## config.mk

```make
export PLATFORM = sky130hd
export DESIGN_NAME = err_sig_classifier
export DESIGN_NICKNAME = d
export VERILOG_FILES = /design/src/rtl/err_sig_pkg.sv /design/src/rtl/err_evt_qualify.sv /design/src/rtl/err_sig_route.sv /design/src/rtl/err_sig_classifier.sv
export SDC_FILE = /design/constraint.sdc
export NUM_CORES = 1
export LEC_CHECK = 0
export BUFFER_PORTS_ARGS = -buffer_cell sky130_fd_sc_hd__buf_2
export CORE_AREA = 2 2 83 85
export DETAILED_ROUTE_END_ITERATION = 7
export DIE_AREA = 0 0 85 87
export PLACE_DENSITY = 0.79
export SETUP_SLACK_MARGIN = 0.1
export SLEW_MARGIN = 40
export SYNTH_ARGS = -nofsm -noshare
export SYNTH_HDL_FRONTEND = slang
export SYNTH_SLANG_ARGS = --single-unit
export TNS_END_PERCENT = 5
```

## constraint.sdc

```tcl
create_clock -name clk -period 3.2 [get_ports clk]
set_input_delay 0.32 -clock clk [delete_from_list [all_inputs] [get_ports clk]]
set_output_delay 0.32 -clock clk [all_outputs]
set_load 0.01 [all_outputs]
```

## src/rtl/err_sig_pkg.sv

```systemverilog
// Shared types for the error signaling classifier.
// Assumes: severity codes are consumed by an upstream message path that
// understands 0 = correctable, 1 = non-fatal, 2 = fatal.
package err_sig_pkg;

    typedef enum logic [1:0] {
        SEV_COR      = 2'd0,
        SEV_NONFATAL = 2'd1,
        SEV_FATAL    = 2'd2
    } err_sev_e;

    // Bit positions inside the device status set strobe.
    localparam int DS_COR      = 0;
    localparam int DS_NONFATAL = 1;
    localparam int DS_FATAL    = 2;
    localparam int DS_UR       = 3;
    localparam int DS_W        = 4;

endpackage

```

## src/rtl/err_evt_qualify.sv

```systemverilog
// Event qualifier: strips unsupported bits from the raw status and decides
// whether exactly one supported bit remains.
// Assumes: the supported sets are constant for the life of the chip.
module err_evt_qualify #(
    parameter int          ERR_W   = 32,
    parameter logic [31:0] COR_SUP = 32'h0000_F1C1,
    parameter logic [31:0] UNC_SUP = 32'h03FF_F030
) (
    input  logic [ERR_W-1:0] raw_status,
    input  logic             is_cor,
    output logic [ERR_W-1:0] clean_status,
    output logic             one_hot_ok
);
    localparam logic [ERR_W-1:0] COR_KEEP = COR_SUP[ERR_W-1:0];
    localparam logic [ERR_W-1:0] UNC_KEEP = UNC_SUP[ERR_W-1:0];

    logic [ERR_W-1:0] less_one;

    // Keep only the bits this kind of event may carry.
    always_comb begin
        clean_status = raw_status & (is_cor ? COR_KEEP : UNC_KEEP);
        less_one     = clean_status - {{(ERR_W-1){1'b0}}, 1'b1};
        one_hot_ok   = (clean_status != '0) && ((clean_status & less_one) == '0);
    end

endmodule

```

## src/rtl/err_sig_route.sv

```systemverilog
// Routing decision: from a qualified one-hot event and the register values,
// works out status strobes, log request and message severity.
// Assumes: clean_status is one-hot whenever the result is used.
module err_sig_route
    import err_sig_pkg::*;
#(
    parameter int ERR_W   = 32,
    parameter int UR_BIT  = 20,
    parameter int ADV_BIT = 13
) (
    input  logic [ERR_W-1:0] clean_status,
    input  logic             is_cor,
    input  logic             maybe_adv,
    input  logic [ERR_W-1:0] cor_mask,
    input  logic [ERR_W-1:0] unc_mask,
    input  logic [ERR_W-1:0] unc_sev,
    input  logic             cor_rpt_en,
    input  logic             nonfatal_rpt_en,
    input  logic             fatal_rpt_en,
    input  logic             ur_rpt_en,
    input  logic             serr_en,
    output logic [ERR_W-1:0] cor_set,
    output logic [ERR_W-1:0] unc_set,
    output logic [DS_W-1:0]  devsta,
    output logic             log_req,
    output logic             msg,
    output err_sev_e         sev
);
    localparam logic [ERR_W-1:0] ADV_ONE = {{(ERR_W-1){1'b0}}, 1'b1} << ADV_BIT;

    logic             is_ur;
    logic             is_fatal;
    logic             is_adv;
    logic             cor_like;
    logic [ERR_W-1:0] cor_bit;
    logic             cor_masked;
    logic             unc_masked;

    // Classify the event into one of the reporting routes.
    always_comb begin
        is_ur      = !is_cor && clean_status[UR_BIT];
        is_fatal   = !is_cor && ((clean_status & unc_sev) != '0);
        is_adv     = !is_cor && !is_fatal && maybe_adv;
        cor_like   = is_cor || is_adv;
        cor_bit    = is_cor ? clean_status : ADV_ONE;
        cor_masked = (cor_bit & cor_mask) != '0;
        unc_masked = (clean_status & unc_mask) != '0;
    end

    // Produce strobes and message decision for the chosen route.
    always_comb begin
        cor_set = '0;
        unc_set = '0;
        devsta  = '0;
        log_req = 1'b0;
        msg     = 1'b0;
        sev     = SEV_COR;
        devsta[DS_UR] = is_ur;
        if (cor_like) begin
            devsta[DS_COR] = 1'b1;
            cor_set        = cor_bit;
            if (!cor_masked) begin
                if (is_adv && !unc_masked) begin
                    log_req = 1'b1;
                    unc_set = clean_status;
                end
                msg = cor_rpt_en && !(is_ur && !ur_rpt_en);
            end
        end else begin
            devsta[DS_FATAL]    = is_fatal;
            devsta[DS_NONFATAL] = !is_fatal;
            unc_set             = clean_status;
            sev                 = is_fatal ? SEV_FATAL : SEV_NONFATAL;
            if (!unc_masked) begin
                log_req = 1'b1;
                if (!(is_ur && !ur_rpt_en && !serr_en)) begin
                    msg = is_fatal ? (serr_en || fatal_rpt_en)
                                   : (serr_en || nonfatal_rpt_en);
                end
            end
        end
    end

endmodule

```

## src/rtl/err_sig_classifier.sv

```systemverilog
// Top of the error signaling classifier. Qualifies the incoming event,
// routes it, and registers every result so all strobes of one event
// appear together on the edge after evt_valid.
// Assumes: at most one event per cycle; register inputs stable in that cycle.
module err_sig_classifier
    import err_sig_pkg::*;
#(
    parameter int          ERR_W   = 32,
    parameter logic [31:0] COR_SUP = 32'h0000_F1C1,
    parameter logic [31:0] UNC_SUP = 32'h03FF_F030,
    parameter int          UR_BIT  = 20,
    parameter int          ADV_BIT = 13
) (
    input  logic             clk,
    input  logic             rst_n,
    input  logic             evt_valid,
    input  logic [ERR_W-1:0] evt_status,
    input  logic             evt_is_cor,
    input  logic             evt_maybe_adv,
    input  logic [ERR_W-1:0] cor_mask,
    input  logic [ERR_W-1:0] unc_mask,
    input  logic [ERR_W-1:0] unc_sev,
    input  logic             cor_rpt_en,
    input  logic             nonfatal_rpt_en,
    input  logic             fatal_rpt_en,
    input  logic             ur_rpt_en,
    input  logic             serr_en,
    output logic [ERR_W-1:0] cor_status_set,
    output logic [ERR_W-1:0] unc_status_set,
    output logic [3:0]       devsta_set,
    output logic             log_req,
    output logic             msg_valid,
    output logic [1:0]       msg_sev,
    output logic             evt_reject
);
    logic [ERR_W-1:0] clean_status;
    logic             one_hot_ok;
    logic [ERR_W-1:0] nx_cor;
    logic [ERR_W-1:0] nx_unc;
    logic [DS_W-1:0]  nx_dev;
    logic             nx_log;
    logic             nx_msg;
    err_sev_e         nx_sev;
    logic             take;

    err_evt_qualify #(
        .ERR_W   (ERR_W),
        .COR_SUP (COR_SUP),
        .UNC_SUP (UNC_SUP)
    ) u_qualify (
        .raw_status   (evt_status),
        .is_cor       (evt_is_cor),
        .clean_status (clean_status),
        .one_hot_ok   (one_hot_ok)
    );

    err_sig_route #(
        .ERR_W   (ERR_W),
        .UR_BIT  (UR_BIT),
        .ADV_BIT (ADV_BIT)
    ) u_route (
        .clean_status    (clean_status),
        .is_cor          (evt_is_cor),
        .maybe_adv       (evt_maybe_adv),
        .cor_mask        (cor_mask),
        .unc_mask        (unc_mask),
        .unc_sev         (unc_sev),
        .cor_rpt_en      (cor_rpt_en),
        .nonfatal_rpt_en (nonfatal_rpt_en),
        .fatal_rpt_en    (fatal_rpt_en),
        .ur_rpt_en       (ur_rpt_en),
        .serr_en         (serr_en),
        .cor_set         (nx_cor),
        .unc_set         (nx_unc),
        .devsta          (nx_dev),
        .log_req         (nx_log),
        .msg             (nx_msg),
        .sev             (nx_sev)
    );

    // An accepted event is one that is presented and well formed.
    assign take = evt_valid && one_hot_ok;

    // Register all results of the event as single-cycle pulses.
    always_ff @(posedge clk) begin
        if (!rst_n) begin
            cor_status_set <= '0;
            unc_status_set <= '0;
            devsta_set     <= '0;
            log_req        <= 1'b0;
            msg_valid      <= 1'b0;
            msg_sev        <= SEV_COR;
            evt_reject     <= 1'b0;
        end else begin
            cor_status_set <= take ? nx_cor : '0;
            unc_status_set <= take ? nx_unc : '0;
            devsta_set     <= take ? nx_dev : '0;
            log_req        <= take && nx_log;
            msg_valid      <= take && nx_msg;
            msg_sev        <= (take && nx_msg) ? nx_sev : SEV_COR;
            evt_reject     <= evt_valid && !one_hot_ok;
        end
    end

endmodule

```

Word level (Yosys, flattened, before mapping)
Index checks and enable logic that the tools add are counted.
Word-level totals
  bits in read-only memories: 0
  memories kept: 0
  logic and storage cells: 65
  output and inout port bits: 73
  RAM bits: 0
  latch bits: 0
  bits in registers: 73
Cells by class
  shift-type cells: 0
  equality and inequality tests: 0
  muxes and demuxes: 16
  divide/modulo/power cells: 0
  $mul: 0
  bitwise logic cells: 8
  reduce and logical (&&, ||, !) cells: 32
  $lt $le $gt $ge: 0
  add/sub/neg operators: 1
Operator list (number)
  AND 32 bit: 5
  2-to-1 mux 32 bit: 4
  nonzero test 32 bit: 4
  zero test 32 bit: 1
  subtractor 32 x 1 -> 32 bit (second input constant): 1
  2-to-1 mux 26 bit: 1
  logical AND 1 bit: 13
  2-to-1 mux 1 bit: 10
  zero test 1 bit: 7
  OR reduction 3 bit: 2
  logical OR 1 bit: 3
  NOT 1 bit: 3
  AND reduction 3 bit: 1
  2-to-1 mux 2 bit: 1
  AND reduction 2 bit: 1

Depth between registers and ports, before layout
Gate-level depths: netlist (run 1).
  depth after elaboration: 13
  mapped depth: 9
  mapped depth without buffers: 6

Hierarchy
A second synthesis (run 1) with hierarchy kept.
Second synthesis, totals
  cell total of the unflattened synthesis: 396
  area, all modules: 3731.1 µm²
Modules (own cells, without submodules)
  err_sig_classifier: times used 1, cells each 155, area each 2028.2 µm², seq. area each 1461.4 µm²
  err_sig_route: times used 1, cells each 163, area each 1166.1 µm², seq. area each 0.0 µm²
  err_evt_qualify: times used 1, cells each 78, area each 536.8 µm², seq. area each 0.0 µm²

Worst setup path after synthesis (run 1)
Ideal clock, no wire load.
  path type: input-to-reg
  start point: input port evt_status[14]
  end point: register msg_sev[0]
  stages on the path: 8
  setup slack: 1.193 ns
  setup time: 0.073 ns
  buffers on the path: 2
  arrival time: 1.934 ns
  cells stage by stage: buf_6 -> nor3_4 -> nand2_1 -> or4_4 -> a31oi_4 -> nand4_4 -> buf_6 -> nor3_2
On the way
  word-level cells in the longest chain between the ends: 12
  elaborated cells on any way between the ends: 28
  those cells by class: add/sub (1); mux (7); bitwise (6); reduce/logical (14)
Ends and longest elaborated chain
  start: declaration: line err_sig_classifier.sv:17  | input logic [ERR_W-1:0] evt_status,
  AND 32 bit (*): line err_evt_qualify.sv:21  | clean_status = raw_status & (is_cor ? COR_KEEP : UNC_KEEP);
  branches (longest 11 deep; another with subtractor 32 x 1 -> 32 bit)
  end signal: assignment: line err_sig_classifier.sv:100  | msg_sev <= (take && nx_msg) ? nx_sev : SEV_COR;
  end: declaration: line err_sig_classifier.sv:33  | output logic [1:0] msg_sev,
Mark *: on every way between the ends.
A chain may end at the register's enable or synchronous reset.

Final worst setup path (run 1)
  start point: input port evt_is_cor
  end point: register unc_status_set[16]
On the way
  word-level cells in the longest chain between the ends: 12
  elaborated cells on any way between the ends: 27
  those cells by class: add/sub (1); mux (5); bitwise (5); reduce/logical (16)
Ends and longest elaborated chain
  start: declaration: line err_sig_classifier.sv:18  | input logic evt_is_cor,
  branches (longest 12 deep; another with subtractor 32 x 1 -> 32 bit)
  end signal: assignment: line err_sig_classifier.sv:96  | unc_status_set <= take ? nx_unc : '0;
  end: declaration: line err_sig_classifier.sv:29  | output logic [ERR_W-1:0] unc_status_set,
Several ways; the timed one is not identified.

==> metrics.yaml, run 1 <==
outcome:
  outcome: "finished, final reports clean"
timing:
  setup_tns_ns: 0
  finalCritPeriodShare: 0.6907
  max_slew_margin: 0.5364
  setup_viol: 0
  worst_pin_slew_ns: 0.6928
  fmax_mhz: 452.4
  rsz0062_at_grt: "false"
  hold_viol: 0
  maxSlewViolCount: 0
  fin_crit_ns: 2.210
synth:
  synthXorXnorAreaFrac: 0
  synth-seq-cells: 49
  netlist_area_mm2: 0.002414
  synth_top_family_by_area: "simple AND/OR/NAND/NOR gates"
  yosys.area_share.adder: 0.004147
  ys_seq_area_frac: 0.4064
  synthFlopType: "dfxtp_1"
  avgSynthCellArea_um2: 9.578
  yosysWarnings: 0
  yosysUniqueCellTypes: 52
  synth-edff-count: 0
  syn_inst: 252
  async_flop_share: 0
  yosys.area_share.simple: 0.2540
  synth_compound_area_frac: 0.1799
  synthMuxAreaShare: 0.004147
place:
  hpwl_mm: 5.458
  port_buffers: 123
  globalplace.congestion: 0.9296
clock_network:
  numClockSinks: 49
  cts_hold_buffers: 0
  post_cts_resized: 0
  cts_setup_buffers: 0
  cts_root_buf: "clkbuf_8"
  clock_path_buffers: 2
  h-tree-depth: 2
  clk_pin_slew_worst_paths_ns: 0.09
  cts_tree: "built"
  cts_buffers: 5
route:
  wl_met3_um: 683
  wl_mm: 7.077
  wire_per_inst_um: 15.15
  drt-initial-drc-count: 329
  viasPerCell: 4.964
  vias: 2318
  drt.antenna.violating_nets: 0
  met2_length_mm: 3.313
  met1_length_mm: 2.963
  top_layer_used: "met4"
  post-route-drc-count: 0
  drt_first_pass_iters: 4
worst_hold_path:
  hp-start: "evt_status[25]"
  min_to: "unc_status_set[25]"
  hold_depth: 3
  worst_hold_path_type: "input pin to flip-flop"
worst_setup_path:
  cpPeakStageDelay_ns: 0.53
  critPathLaunchType: "input pin"
  criticalPathCategory: "input pin to flip-flop"
  crit_required_ns: 3.41
  worstPathCellList: "buf_2 -> inv_1 -> o2bb2ai_1 -> a41oi_1 -> nor4_2 -> nand4_4 -> buf_4 -> nor4_1"
  endpoint_kind: "flip-flop"
  crit_slowest_cell: "nor4_2"
  cp_max_fo: 25
  worstPathArrival_ns: 2.42
power_and_ir_drop:
  vdd_drop_max_mv: 0.3690
  power.leakage_nw: 1.477
  powerDensity_mw_per_mm2: 384.0
cells_and_area:
  num_antenna_cells: 0
  synthToLayoutAreaGrowth_pct: 28.41
  fin_util: 0.4718
  nets: 524
  drive_above_1_share: 0.4160
job:
  maxCapViolations: 0
die:
  initial_core_util: 0.3674
  dieArea_mm2: 0.007395
  ios: 211
  rows: 30
  die_height_um: 87
  fp.dieW_um: 85
  core_area_mm2: 0.006569
grt:
  antenna_found_initial: 0
  grt_max_degree: 26
  grt.overflow.total: 0
  grt_pass1_vias: 2105
  track_usage: 0.1875
  grt_pass1_wl_mm: 10.67
## layout by cell type, fill, tap and decap left out, drive strengths merged, types with 2 or more instances in the layout
| master | netlist | layout |
|---|---|---|
| a211oi | 2 | 2 |
| a21oi | 9 | 9 |
| a221oi | 2 | 2 |
| a222oi | 5 | 5 |
| a22o | 3 | 3 |
| a22oi | 13 | 13 |
| a31oi | 6 | 6 |
| a41oi | 3 | 3 |
| and2 | 8 | 8 |
| and3 | 2 | 2 |
| buf | 36 | 126 |
| clkbuf | 2 | 6 |
| clkinvlp | 0 | 2 |
| conb | 1 | 40 |
| dfxtp | 49 | 49 |
| inv | 18 | 18 |
| nand2 | 9 | 9 |
| nand3 | 5 | 5 |
| nor2 | 15 | 15 |
| nor2b | 3 | 3 |
| nor3 | 29 | 29 |
| nor4 | 7 | 7 |
| o21ai | 5 | 5 |
| or2 | 2 | 2 |
## kinds of logic after synthesis
kind of cell	Yosys count
AOI/OAI and AO/OA	57
and+or+nand+nor	87
buffers and inverters	56
adders and majority gates	1
other	1
muxes	1
DFF	49
## routing by layer
| metal | vias up | track usage |
|---|---|---|
| met3 | 10 | 0.03791 |
| met5 | - | 0 |
| li1 | 1116 | - |
| met1 | 1036 | 0.2330 |
| met4 | 0 | 0.06926 |
| met2 | 156 | 0.3210 |
## power breakdown
part	internal (mW)	total (mW)	switching, mW
sequential	0.621	0.622	0.00194
combinational	0.0788	0.211	0.133
clock	0.154	0.356	0.202
total	0.853	1.19	0.337
## synthesized netlist by cell type (all sizes together), types with 5 or more instances
| master | n | share of area |
|---|---|---|
| dfxtp | 49 | 0.41 |
| buf | 36 | 0.12 |
| nor3 | 29 | 0.10 |
| inv | 18 | 0.028 |
| nor2 | 15 | 0.023 |
| a22oi | 13 | 0.040 |
| a21oi | 9 | 0.019 |
| nand2 | 9 | 0.014 |
| and2 | 8 | 0.021 |
| nor4 | 7 | 0.033 |
| a31oi | 6 | 0.022 |
| a222oi | 5 | 0.021 |
| nand3 | 5 | 0.010 |
| o21ai | 5 | 0.012 |
## area by class of cell
type                    count  area [um^2]
fillers                   628         3470
multi-input cells         186         1225
flip-flops and latches     49        980.9
repair buffers            126        638.1
well taps                  80        100.1
clock buffers               6        72.57
inverters                  18        67.56
clock inverters             2        15.01
## state kept, by name, summed over array words and instances, names as in the netlist
signal,cells
msg_valid,1
log_req,1
evt_reject,1
msg_sev,2
devsta_set,4
unc_status_set,20
cor_status_set,20
## critical path: cells and delay by family
kind | cells | cell delay [ns]
buffers and inverters | 3 | 0.88
AO/OA/AOI/OAI | 2 | 0.29
AND/OR/NAND/NOR | 3 | 0.91
## worst max path at each step
stage / depth (start not counted) / end / from
floorplan: 8 / msg_sev[0] / evt_status[14]
global placement: 7 / log_req / evt_status[17]
detailed placement: 8 / unc_status_set[16] / evt_is_cor
CTS: 8 / unc_status_set[16] / evt_is_cor
global route: 8 / unc_status_set[16] / evt_is_cor
finish: 8 / unc_status_set[16] / evt_is_cor
## stage by stage
stage / setup slack (ns) / area (um^2) / hold slack, ns / std cells / power [mW]
after floorplan: 1.193 / 2560 / 0.4417 / 291 / 0.7756
after global placement: 0.5743 / 3004 / 0.6176 / 459 / 0.8424
after detailed placement: 0.7028 / 3012 / 0.6257 / 459 / 0.8457
after CTS: 0.9932 / 3099 / 0.2971 / 467 / 1.196
after global routing: 0.7929 / 3099 / 0.3075 / 467 / 1.243
final: 0.9898 / 3099 / 0.3054 / 467 / 1.190
Power figures use the tool's default switching activity.
==> inputs of run 2 (changes only) <==
--- a/config.mk
+++ b/config.mk
@@ -6,10 +6,10 @@
 export NUM_CORES = 1
 export LEC_CHECK = 0
 export BUFFER_PORTS_ARGS = -buffer_cell sky130_fd_sc_hd__buf_2
-export CORE_AREA = 2 2 83 85
+export CORE_AREA = 2 2 88 90
 export DETAILED_ROUTE_END_ITERATION = 7
-export DIE_AREA = 0 0 85 87
-export PLACE_DENSITY = 0.79
+export DIE_AREA = 0 0 90 92
+export PLACE_DENSITY = 0.74
 export SETUP_SLACK_MARGIN = 0.1
 export SLEW_MARGIN = 40
 export SYNTH_ARGS = -nofsm -noshare
==> constraint.sdc (replaced) <==
create_clock -name clk -period 2 [get_ports clk]
set_input_delay 0.2 -clock clk [delete_from_list [all_inputs] [get_ports clk]]
set_output_delay 0.2 -clock clk [all_outputs]
set_load 0.01 [all_outputs]
==> run 2 against run 1 <==
Compared with the run above: first-iteration DRC count down 53%; non-clock buffer count increased by 54; highest routed layer unchanged; clock power rose by 55%; largest cell class unchanged.
==> metrics.yaml, run 2 (synthesized netlist as in run 1, its figures left out) <==
grt:
  grt.overflow.total: 0  # unchanged
  antenna_found_initial: 0  # unchanged
  grt_max_degree: 18  # was 26
  grt_pass1_vias: 2416  # was 2105
  track_usage: 0.1824  # was 0.1875
  grt_pass1_wl_mm: 12.01  # was 10.67 mm
route:
  viasPerCell: 4.713  # was 4.964
  post-route-drc-count: 0  # unchanged
  drt_first_pass_iters: 4  # unchanged
  drt-initial-drc-count: 153  # was 329
  vias: 2559  # was 2318
  wl_mm: 7.741  # was 7.077 mm
  wire_per_inst_um: 14.26  # was 15.15 um
  drt.antenna.violating_nets: 0  # unchanged
timing:
  setup_tns_ns: 0  # unchanged
  setup_viol: 0  # unchanged
  rsz0062_at_grt: "true"  # was false
  worst_hold_slack_ns: 0.1996  # was 0.3054 ns
  finalCritPeriodShare: 0.9549
  fmax_mhz: 523.6
  fin_crit_ns: 1.910
  maxSlewViolCount: 0  # unchanged
  hold_viol: 0  # unchanged
cells_and_area:
  final_common_cell: "buf_2"  # unchanged
  fin_util: 0.4867  # was 0.4718
  final_cell_mix: "buf_2 (121), buf_4 (52), dfxtp_1 (49)"  # was buf_2 (123), dfxtp_1 (49), conb_1 (40)
  largestRegisters: "cor_status_set (20), unc_status_set (20), devsta_set (4)"  # unchanged
  drive_above_1_share: 0.5011  # was 0.4160
  num_antenna_cells: 0  # unchanged
  synthToLayoutAreaGrowth_pct: 50.18  # was 28.41%
  nets: 578  # was 524
die:
  die_height_um: 92  # was 87 um
  dieArea_mm2: 0.008280  # was 0.007395 mm^2
  core_area_mm2: 0.007447  # was 0.006569 mm^2
  fp.dieW_um: 90  # was 85 um
  initial_core_util: 0.3241  # was 0.3674
  rows: 32  # was 30
  ios: 211  # unchanged
worst_setup_path:
  cpPeakStageDelay_ns: 0.36  # was 0.53 ns
  worstPathArrival_ns: 2.13  # was 2.42 ns
  endpoint_kind: "flip-flop"  # unchanged
  cp_max_fo: 8  # was 25
  critPathTopFamily: "simple AND/OR/NAND/NOR gates"  # unchanged
  criticalPathCategory: "input pin to flip-flop"  # unchanged
  crit_required_ns: 2.22  # was 3.41 ns
  crit_slowest_cell: "nor4_4"  # was nor4_2
  worstPathCellList: "buf_6 -> nor4_4 -> a22o_1 -> a41oi_2 -> nor4_2 -> buf_4 -> nand4_4 -> buf_8 -> nor3_2"  # was buf_2 -> inv_1 -> o2bb2ai_1 -> a41oi_1 -> nor4_2 -> nand4_4 -> buf_4 -> nor4_1
  critPathLaunchType: "input pin"  # unchanged
  path_buf_inv: 3  # unchanged
worst_hold_path:
  worst_hold_path_type: "input pin to flip-flop"  # unchanged
clock_network:
  cts_root_buf: "clkbuf_8"  # unchanged
  h-tree-depth: 2  # unchanged
  numClockSinks: 49  # unchanged
  clk_pin_slew_worst_paths_ns: 0.08  # was 0.09 ns
  cts_buffers: 5  # unchanged
  clock_path_buffers: 2  # unchanged
  cts_tree: "built"  # unchanged
place:
  hpwl_mm: 6.471  # was 5.458 mm
  port_buffers: 123  # unchanged
  globalplace.congestion: 0.8898  # was 0.9296
outcome:
  outcome: "finished, final reports clean"  # unchanged
power_and_ir_drop:
  power.leakage_nw: 1.784  # was 1.477 nW
  powerDensity_mw_per_mm2: 544.7  # was 384.0 mW/mm^2
  vdd_drop_max_mv: 0.2803  # was 0.3690 mV
job:
  maxCapViolations: 0  # unchanged
## run 2: tightest hold or removal path, cell delays in order
cell	delay, ns
buf_2	0.14
inv_1	0.07
nor3_2	0.04
## run 2: cell type report
class                           count  area (um^2)
Fill cell                         720         3822
Multi-Input combinational cell    186         1265
Clock inverter                      2        15.01
Inverter                           18        67.56
Clock buffer                        6        72.57
Sequential cell                    49        980.9
Timing Repair Buffer              180         1096
Tap cell                          102        127.6
## run 2: through the flow
step	setup WS [ns]	power, mW	area [um^2]	instances
after floorplan	0.1126	1.241	2560	291
after global placement	-0.08157	1.423	3432	531
after detailed placement	-0.1729	1.428	3432	531
after CTS	0.1335	1.974	3520	539
after global routing	-0.03499	2.082	3625	543
final	0.09029	1.974	3625	543
## run 2: power breakdown
group          internal, mW  switching (mW)  total, mW
logic                 0.191           0.234      0.425
clock network         0.246           0.307      0.553
registers             0.993         0.00317      0.996
## run 2: timing repair
action | CTS | global route
hold buffers | 0 | 0
resized for setup | 0 | 18
setup endpoints to repair | 0 | 25
buffers inserted | 0 | 4
## run 2: final timing paths
| check | end | cells after the start | from |
|---|---|---|---|
| worst max-delay path | unc_status_set[4] | 9 | evt_status[16] |
| worst min-delay path | unc_status_set[25] | 3 | evt_status[25] |
## run 2: routing by layer
| metal | global-route usage | wire length (um) | up-vias |
|---|---|---|---|
| met5 | 0 | 0 | - |
| met4 | 0.06923 | 135 | 0 |
| met3 | 0.03862 | 711 | 12 |
| met2 | 0.3145 | 3720 | 137 |
| met1 | 0.2234 | 3173 | 1186 |
| li1 | - | - | 1224 |
